===== src/rtl/uart_tx_pkg.sv =====
package uart_tx_pkg;
  typedef enum logic [2:0] {
    TX_IDLE,
    TX_START,
    TX_DATA,
    TX_PAR,
    TX_STOP
  } tx_state_e;
endpackage


===== src/rtl/tx_fifo.sv =====
module tx_fifo #(
  parameter int DW    = 8,
  parameter int DEPTH = 16
) (
  input  logic                       clk,
  input  logic                       rst_n,
  input  logic                       clr,
  input  logic                       push,
  input  logic [DW-1:0]              din,
  input  logic                       pop,
  output logic [DW-1:0]              dout,
  output logic [$clog2(DEPTH+1)-1:0] count,
  output logic                       empty
);
  localparam int AW = $clog2(DEPTH);
  localparam int CW = $clog2(DEPTH+1);

  logic [DW-1:0] mem_q [DEPTH];
  logic [AW-1:0] wp_q, wp_d, rp_q, rp_d;
  logic [CW-1:0] cnt_q, cnt_d;
  logic          push_ok, pop_ok;

  function automatic logic [AW-1:0] nxt(input logic [AW-1:0] p);
    return (p == AW'(DEPTH-1)) ? '0 : p + 1'b1;
  endfunction

  assign push_ok = push && !clr && (cnt_q != CW'(DEPTH));
  assign pop_ok  = pop && !clr && (cnt_q != '0);

  always_comb begin
    wp_d  = wp_q;
    rp_d  = rp_q;
    cnt_d = cnt_q;
    if (clr) begin
      wp_d  = '0;
      rp_d  = '0;
      cnt_d = '0;
    end else begin
      if (push_ok) wp_d = nxt(wp_q);
      if (pop_ok)  rp_d = nxt(rp_q);
      cnt_d = cnt_q + CW'(push_ok) - CW'(pop_ok);
    end
  end

  always_ff @(posedge clk or negedge rst_n) begin
    if (!rst_n) begin
      wp_q  <= '0;
      rp_q  <= '0;
      cnt_q <= '0;
    end else begin
      wp_q  <= wp_d;
      rp_q  <= rp_d;
      cnt_q <= cnt_d;
    end
  end

  always_ff @(posedge clk) begin
    if (push_ok) mem_q[wp_q] <= din;
  end

  assign dout  = mem_q[rp_q];
  assign count = cnt_q;
  assign empty = (cnt_q == '0);


  full_write_ignored_chk: assert property (@(posedge clk) disable iff (!rst_n)
    (push && !pop && !clr && cnt_q == CW'(DEPTH)) |=> (cnt_q == CW'(DEPTH)));


  clear_empties_chk: assert property (@(posedge clk) disable iff (!rst_n)
    clr |=> (cnt_q == '0));


  count_bound_chk: assert property (@(posedge clk) disable iff (!rst_n)
    cnt_q <= CW'(DEPTH));
endmodule


===== src/rtl/tx_serializer.sv =====
module tx_serializer import uart_tx_pkg::*; #(
  parameter int DW = 8
) (
  input  logic                   clk,
  input  logic                   rst_n,
  input  logic                   bit_tick,
  input  logic                   empty,
  input  logic                   hs_en,
  input  logic                   cts_n,
  input  logic [DW-1:0]          din,
  input  logic [$clog2(DW)-1:0]  data_bits,
  input  logic                   par_en,
  input  logic                   par_even,
  input  logic                   two_stop,
  output logic                   pop,
  output logic                   line
);
  localparam int BW = $clog2(DW);

  tx_state_e     state_q, state_d;
  logic [DW-1:0] sh_q, sh_d, mask;
  logic [BW-1:0] left_q, left_d;
  logic          par_q, par_d, pen_q, pen_d, stop2_q, stop2_d;
  logic          go;

  assign mask = {DW{1'b1}} >> (BW'(DW-1) - data_bits);
  assign go   = bit_tick && !empty && (!hs_en || !cts_n);

  always_comb begin
    state_d = state_q;
    sh_d    = sh_q;
    left_d  = left_q;
    par_d   = par_q;
    pen_d   = pen_q;
    stop2_d = stop2_q;
    pop     = 1'b0;
    case (state_q)
      TX_IDLE: if (go) begin
        pop     = 1'b1;
        sh_d    = din & mask;
        left_d  = data_bits;
        par_d   = (^(din & mask)) ^ ~par_even;
        pen_d   = par_en;
        stop2_d = two_stop;
        state_d = TX_START;
      end
      TX_START: if (bit_tick) state_d = TX_DATA;
      TX_DATA: if (bit_tick) begin
        sh_d = sh_q >> 1;
        if (left_q == '0) state_d = pen_q ? TX_PAR : TX_STOP;
        else              left_d  = left_q - 1'b1;
      end
      TX_PAR: if (bit_tick) state_d = TX_STOP;
      TX_STOP: if (bit_tick) begin
        if (stop2_q) stop2_d = 1'b0;
        else         state_d = TX_IDLE;
      end
      default: state_d = TX_IDLE;
    endcase
  end

  always_ff @(posedge clk or negedge rst_n) begin
    if (!rst_n) begin
      state_q <= TX_IDLE;
      sh_q    <= '0;
      left_q  <= '0;
      par_q   <= 1'b0;
      pen_q   <= 1'b0;
      stop2_q <= 1'b0;
    end else begin
      state_q <= state_d;
      sh_q    <= sh_d;
      left_q  <= left_d;
      par_q   <= par_d;
      pen_q   <= pen_d;
      stop2_q <= stop2_d;
    end
  end

  always_comb begin
    case (state_q)
      TX_START: line = 1'b0;
      TX_DATA:  line = sh_q[0];
      TX_PAR:   line = par_q;
      default:  line = 1'b1;
    endcase
  end


  cts_gate_chk: assert property (@(posedge clk) disable iff (!rst_n)
    (state_q == TX_IDLE && hs_en && cts_n) |=> (state_q == TX_IDLE));


  start_on_tick_chk: assert property (@(posedge clk) disable iff (!rst_n)
    $rose(state_q != TX_IDLE) |-> $past(bit_tick));
endmodule


===== src/rtl/uart_tx_thr.sv =====
module uart_tx_thr #(
  parameter int DEPTH = 16,
  parameter int DW    = 8
) (
  input  logic                       clk,
  input  logic                       rst_n,
  input  logic                       wr_en,
  input  logic [DW-1:0]              wr_data,
  input  logic [$clog2(DW)-1:0]      data_bits,
  input  logic                       par_en,
  input  logic                       par_even,
  input  logic                       two_stop,
  input  logic                       hs_en,
  input  logic                       force_brk,
  input  logic [$clog2(DEPTH)-1:0]   thr,
  input  logic                       fifo_clr,
  input  logic                       rdy_set,
  input  logic                       rdy_clr,
  input  logic                       cts_n,
  input  logic                       bit_tick,
  output logic                       txd,
  output logic                       tx_ready,
  output logic [$clog2(DEPTH+1)-1:0] fifo_count
);
  localparam int CW = $clog2(DEPTH+1);

  logic [1:0]    rs_q;
  logic          rst_s_n;
  logic          empty, pop, line;
  logic [DW-1:0] head;
  logic          lvl_ok, lvl_q, rdy_q, rdy_d;

  always_ff @(posedge clk or negedge rst_n) begin
    if (!rst_n) rs_q <= 2'b00;
    else        rs_q <= {rs_q[0], 1'b1};
  end
  assign rst_s_n = rs_q[1];

  tx_fifo #(.DW(DW), .DEPTH(DEPTH)) u_fifo (
    .clk(clk), .rst_n(rst_s_n), .clr(fifo_clr), .push(wr_en), .din(wr_data),
    .pop(pop), .dout(head), .count(fifo_count), .empty(empty)
  );

  tx_serializer #(.DW(DW)) u_ser (
    .clk(clk), .rst_n(rst_s_n), .bit_tick(bit_tick), .empty(empty),
    .hs_en(hs_en), .cts_n(cts_n), .din(head), .data_bits(data_bits),
    .par_en(par_en), .par_even(par_even), .two_stop(two_stop),
    .pop(pop), .line(line)
  );

  assign lvl_ok = (fifo_count <= CW'(thr));

  always_comb begin
    rdy_d = rdy_q;
    if (lvl_ok != lvl_q) rdy_d = lvl_ok;
    if (rdy_set)         rdy_d = 1'b1;
    if (rdy_clr)         rdy_d = 1'b0;
  end

  always_ff @(posedge clk or negedge rst_s_n) begin
    if (!rst_s_n) begin
      lvl_q <= 1'b1;
      rdy_q <= 1'b1;
    end else begin
      lvl_q <= lvl_ok;
      rdy_q <= rdy_d;
    end
  end

  assign tx_ready = rdy_q;
  assign txd      = force_brk ? 1'b0 : line;


  ready_clear_chk: assert property (@(posedge clk) disable iff (!rst_s_n)
    rdy_clr |=> !tx_ready);


  ready_set_chk: assert property (@(posedge clk) disable iff (!rst_s_n)
    (rdy_set && !rdy_clr) |=> tx_ready);
endmodule


===== config.mk =====
export PLATFORM = sky130hd
export DESIGN_NAME = uart_tx_thr
export DESIGN_NICKNAME = d
export VERILOG_FILES = /design/src/rtl/uart_tx_pkg.sv /design/src/rtl/tx_fifo.sv /design/src/rtl/tx_serializer.sv /design/src/rtl/uart_tx_thr.sv
export SDC_FILE = /design/constraint.sdc
export NUM_CORES = 1
export LEC_CHECK = 0
export ABC_AREA = 1
export BUFFER_PORTS_ARGS = -buffer_cell sky130_fd_sc_hd__buf_2
export CORE_ASPECT_RATIO = 2
export CORE_UTILIZATION = 61
export CTS_BUF_LIST = sky130_fd_sc_hd__clkbuf_2 sky130_fd_sc_hd__clkbuf_4 sky130_fd_sc_hd__clkbuf_8
export DETAILED_ROUTE_END_ITERATION = 8
export PLACE_DENSITY = 0.84
export SLEW_MARGIN = 20
export SYNTH_ARGS = -nofsm -noshare
export SYNTH_HDL_FRONTEND = slang
export SYNTH_SLANG_ARGS = --single-unit

===== constraint.sdc =====
create_clock -name clk -period 1.1 [get_ports clk]
set_input_delay 0.055 -clock clk [delete_from_list [all_inputs] [get_ports clk]]
set_output_delay 0.055 -clock clk [all_outputs]
set_load 0.005 [all_outputs]

==> results of run 1 <==
what timing repair did:
| item | 4_1_cts |
|---|---|
| endpoints found under the hold margin | 26 |
| pin swaps | 39 |
| resized for setup | 125 |
| setup buffers | 19 |
| endpoints found under the setup margin | 167 |
| hold buffers | 10 |
| gates cloned | 10 |
kinds of logic after synthesis:
family | Yosys count | synth area share
compound gates | 79 | 0.05656
xor+xnor | 5 | 0.005689
fa+ha+maj | 18 | 0.03023
buf+inv | 164 | 0.09182
flops | 162 | 0.6101
other cells | 1 | 0.0004871
simple gates | 388 | 0.2051
cells in the mapped netlist:
cell and count:
a21oi_1 22, clkbuf_1 1, inv_1 134, o21ai_0 36
o21a_1 3, nor2_4 2, fa_1 1, inv_2 6
o21ai_1 5, xnor2_1 2, a21oi_2 2, xor2_1 3
nand3_1 75, o21bai_1 1, buf_2 6, clkinv_1 1
buf_4 9, nor4_1 1, buf_6 6, dfrtp_1 32
a211oi_1 1, edfxtp_1 128, a32oi_1 1, a31oi_1 1
conb_1 1, nand2_1 249, dfstp_2 2, o22ai_1 3
o211ai_1 3, inv_6 1, nor3_1 1, nand4_1 2
nor2_1 56, nor2_2 1, nand2_2 1, ha_1 17
o221ai_1 1
metal layers:
layer  track usage  GRT overflow
met1        0.7207             0
met2        0.8155            15
met3        0.5642             1
met4        0.5917            11
met5        0.1667             0
stage by stage:
stage,util,instances
4_1_cts,0.8308,1134
2_1_floorplan,-,817
3_5_place_dp,0.7294,1067
3_3_place_gp,0.7294,1067
==> run metrics, run 1 <==
DIE WIDTH=81.44 um; Clock Tree Buf Depth=2; cts bufs inserted=17; synthesized net count=863; post-synth cell types=37; Placement Setup Slack=-1308 ps; pin count of the biggest net entering global routing=33; tool error message=[ERROR GRT-0232] Routing congestion too high. Check the congestion heatmap in the GUI.; CTS H-tree depth=4; post-synthesis sequential area ratio=0.6101; Syn Area/Cell=9.423 um2; Final Wtd Congestion=0.8816; IO Pins=35; area post-placement=8895 um2; cell area after synthesis=7699 um2; status=did not finish; dominant cells by area after synthesis=edfxtp_1 50%, nand2_1 12%, dfrtp_1 10%; post-synth top area cell=edfxtp_1; Final HPWL DP=12440 um; Initial Util=0.6313; Failed at=global routing (5_1_grt); Cells after Synth=817; Die H=160.9 um; synthesized flop and latch total=162; area share of the largest cell type after synthesis=0.4993; GRT overflow=27; worst setup endpoint GRT=u_fifo.count[4]$_DFF_PN0_/D; Placement Rows=57; Root Buffer=clkbuf_8; clock sink count=162; PortBufs=34; Worst endpoint type=register input; Warnings, synthesis=0; Total GRT Usage=0.6830
==> run 2: changes to the inputs <==
Settings changed: CORE_ASPECT_RATIO 2 to default, CORE_UTILIZATION 61 to 40, CTS_BUF_LIST sky130_fd_sc_hd__clkbuf_2 sky130_fd_sc_hd__clkbuf_4 sky130_fd_sc_hd__clkbuf_8 to default, PLACE_DENSITY 0.84 to default, PLACE_DENSITY_LB_ADDON from default to 0.15.
==> run metrics, run 2 <==
Die Footprint=19800 um2; post-synth top area cell=edfxtp_1 (unchanged); Total GRT Usage=0.2194; first-pass GRT wire length=32460 um; clk_lat worst skew=430 ps; post-route ant nets=0; register area=4701 um2; Final HPWL DP=12480 um (was 12440 um); Worst setup EP type=flop; EDFF count, synth=128 (unchanged); Cells after Synth=817 (unchanged); Power Total=22160 uW; Warnings, synthesis=0 (unchanged); initial antenna violation count=0; Syn Area/Cell=9.423 um2 (unchanged); failing checks=negative setup slack; CP top delay family=adder cells; DR vias=6070; pin count of the biggest net entering global routing=33; fraction of layout cells with a size suffix above 1=0.3706; synthesized net count=863 (unchanged); crit path cell chain=inv_2 -> ha_4 -> nand3_4 -> o21ai_4 -> nor2_4 -> inv_2 -> nor2_4 -> ha_4 -> inv_2 -> ha_4 -> inv_4 -> fa_2 -> inv_2 -> a21oi_2 -> nor2_1 -> nor2_1 -> xor2_1 -> nor2_1; cts bufs inserted=17 (unchanged); top-count cell post-synth=nand2_1 (unchanged); nets=1026; IO Pins=35 (unchanged); asr flop ratio synth=0.2099 (unchanged); Crit path buffers/inverters=5; Worst EP arrival=2670 ps; worst setup margin=-1208 ps; fmax=0.4333 GHz; Hold WC Path Type=in2reg; DIE WIDTH=140.7 um (was 81.44 um); Initial Util=0.4102 (was 0.6313); crit path max fanout=2; CP Class=reg2reg; vias per cell=4.947; area share of the largest cell type after synthesis=0.4993 (unchanged); Clock Tree Buf Depth=2 (unchanged); most common cell after layout, fill and taps aside=nand2_1; DRC=0; Final Wtd Congestion=0.8201 (was 0.8816); area occupied by multi-input gates=3068 um2; Final period util=2.098; most frequent cells after synthesis=249 x nand2_1, 134 x inv_1, 128 x edfxtp_1 (unchanged); dominant cells by area after synthesis=edfxtp_1 50%, nand2_1 12%, dfrtp_1 10% (unchanged); core box area=18770 um2; setup TNS=-134860 ps; clock skew=8.046 ps; RSZ-0062 raised after global routing=yes; Root Buffer=clkbuf_16 (was clkbuf_8); Final Max Tran Viols=0; largest stage delay on the critical path=360 ps; PortBufs=34 (unchanged); P per Cell Area=2040 nW/um2; Fill cells=1530; Peak supply drop=1.211 mV; First-pass DRT Iterations=5; LEAKAGE=0.004713 uW; slowest CP cell=dfrtp_1; most frequent CP cell=inv_2; area post-placement=8974 um2 (was 8895 um2); synthesized flop and latch total=162 (unchanged); maxcap violations=0; final core utilization=0.5787; clock sink count=162 (unchanged); CTS H-tree depth=4 (unchanged); CP Launch Point=u_fifo.count[3]; final worst path period need=2308 ps; Main synth FF type=edfxtp_1 (unchanged); Area Growth Syn to Fin=41.07%; CTS tree=built; cell area after synthesis=7699 um2 (unchanged); vias in the first global route=6104; DRT iter0 DRCs=420; ANT cells=0; final hold viol count=0; GRT overflow=0; Final Setup Violations=166; Die H=140.7 um (was 160.9 um); routed wire length=20350 um; Placement Rows=50 (was 57); WP data required=1470 ps; Biggest register=u_fifo.mem_q; hold path startpoint=wr_data[6]; max reg flops=128; average wire per standard cell=16.58 um; status=finished, violations left (was did not finish); Setup crit start kind=flop; Clock Pin Slew Worst Setup and Hold Paths=70 ps; Reg2Reg Launch Point=u_fifo.count[3]; Final Cell Area=10860 um2; post-synthesis sequential area ratio=0.6101 (unchanged); most frequent cells in the layout=201 x nand2_1, 128 x edfxtp_1, 112 x inv_1, 76 x buf_4, 40 x nand3_1; post-synth cell types=37 (unchanged)
## run 2: cell counts after synthesis
Identical to the previous run, type by type.
## run 2: cell families after synthesis
group                    after synthesis  share of synthesized area
flip-flops                           162                     0.6101
AO/OA/AOI/OAI                         79                    0.05656
XOR/XNOR                               5                   0.005689
other                                  1                  0.0004871
adder cells (fa/ha/maj)               18                    0.03023
AND/OR/NAND/NOR                      388                     0.2051
buffers and inverters                164                    0.09182
## run 2: worst paths after layout
check | end | slack [ps] | cells after the start
setup / recovery | u_fifo.count[4] | -1210 | 18
hold / removal | u_fifo.mem_q[13][6] | 30 | 1
min in group asynchronous | u_fifo.wp_q[0] | 230 | 1
max in group asynchronous | rs_q[0] | 520 | 3
setup reg to reg | u_fifo.count[4] | -1210 | 18
hold reg to reg | u_fifo.wp_q[0] | 230 | 1
## run 2: cell type report
type,instances,share of cell area
sequential,162,0.4328
multi-input combinational,491,0.2825
timing repair buffer,162,0.1450
inverter,142,0.05104
clock buffer,18,0.03952
tap,234,0.02696
clock inverter,14,0.01624
timing repair inverter,4,0.005876
## run 2: where the power goes
group,leakage [uW],total [uW],switching (uW),internal (uW)
combinational,0.00284,8610,4600,4010
sequential,0.00158,7400,261,7140
clock,0.000289,6140,2530,3610
total,0.00471,22200,7400,14800
## run 2: repair_timing
action | 4_1_cts | 5_1_grt
setup buffers | 51 | 8
pin swaps | 62 | 53
gates cloned | 8 | 0
hold endpoints to repair | 8 | 0
setup endpoints to repair | 166 | 166
hold buffers | 9 | 0
resized for setup | 150 | 69
## run 2: worst register-to-register path, stage by stage (launching register included)
cell     delay [ps]
dfrtp_1         360
inv_2            60
ha_4            160
nand3_4          60
o21ai_4          60
nor2_4          130
inv_2            50
nor2_4          120
ha_4            210
inv_2            60
ha_4            130
inv_4            30
fa_2            320
inv_2            70
a21oi_2          50
nor2_1           90
nor2_1           50
xor2_1          130
nor2_1           80
## run 2: metal layers
metal	track usage	up-vias	routed length (um)
li1	-	2966	-
met1	0.2853	2956	9136
met2	0.3572	119	9807
met3	0.04620	29	932
met4	0.09153	0	469
met5	0	-	0
## run 2: metrics by stage
stage	cells	hold slack (ps)	setup WS (ps)
CTS	1229	22.30	-1267
floorplan	817	-240.6	-1323
global route	1227	33.31	-1370
detailed placement	1150	-157.5	-1306
finish	1227	26.14	-1208
global placement	1150	-160.0	-1266
Note: power is estimated with default switching activity, not from simulation.
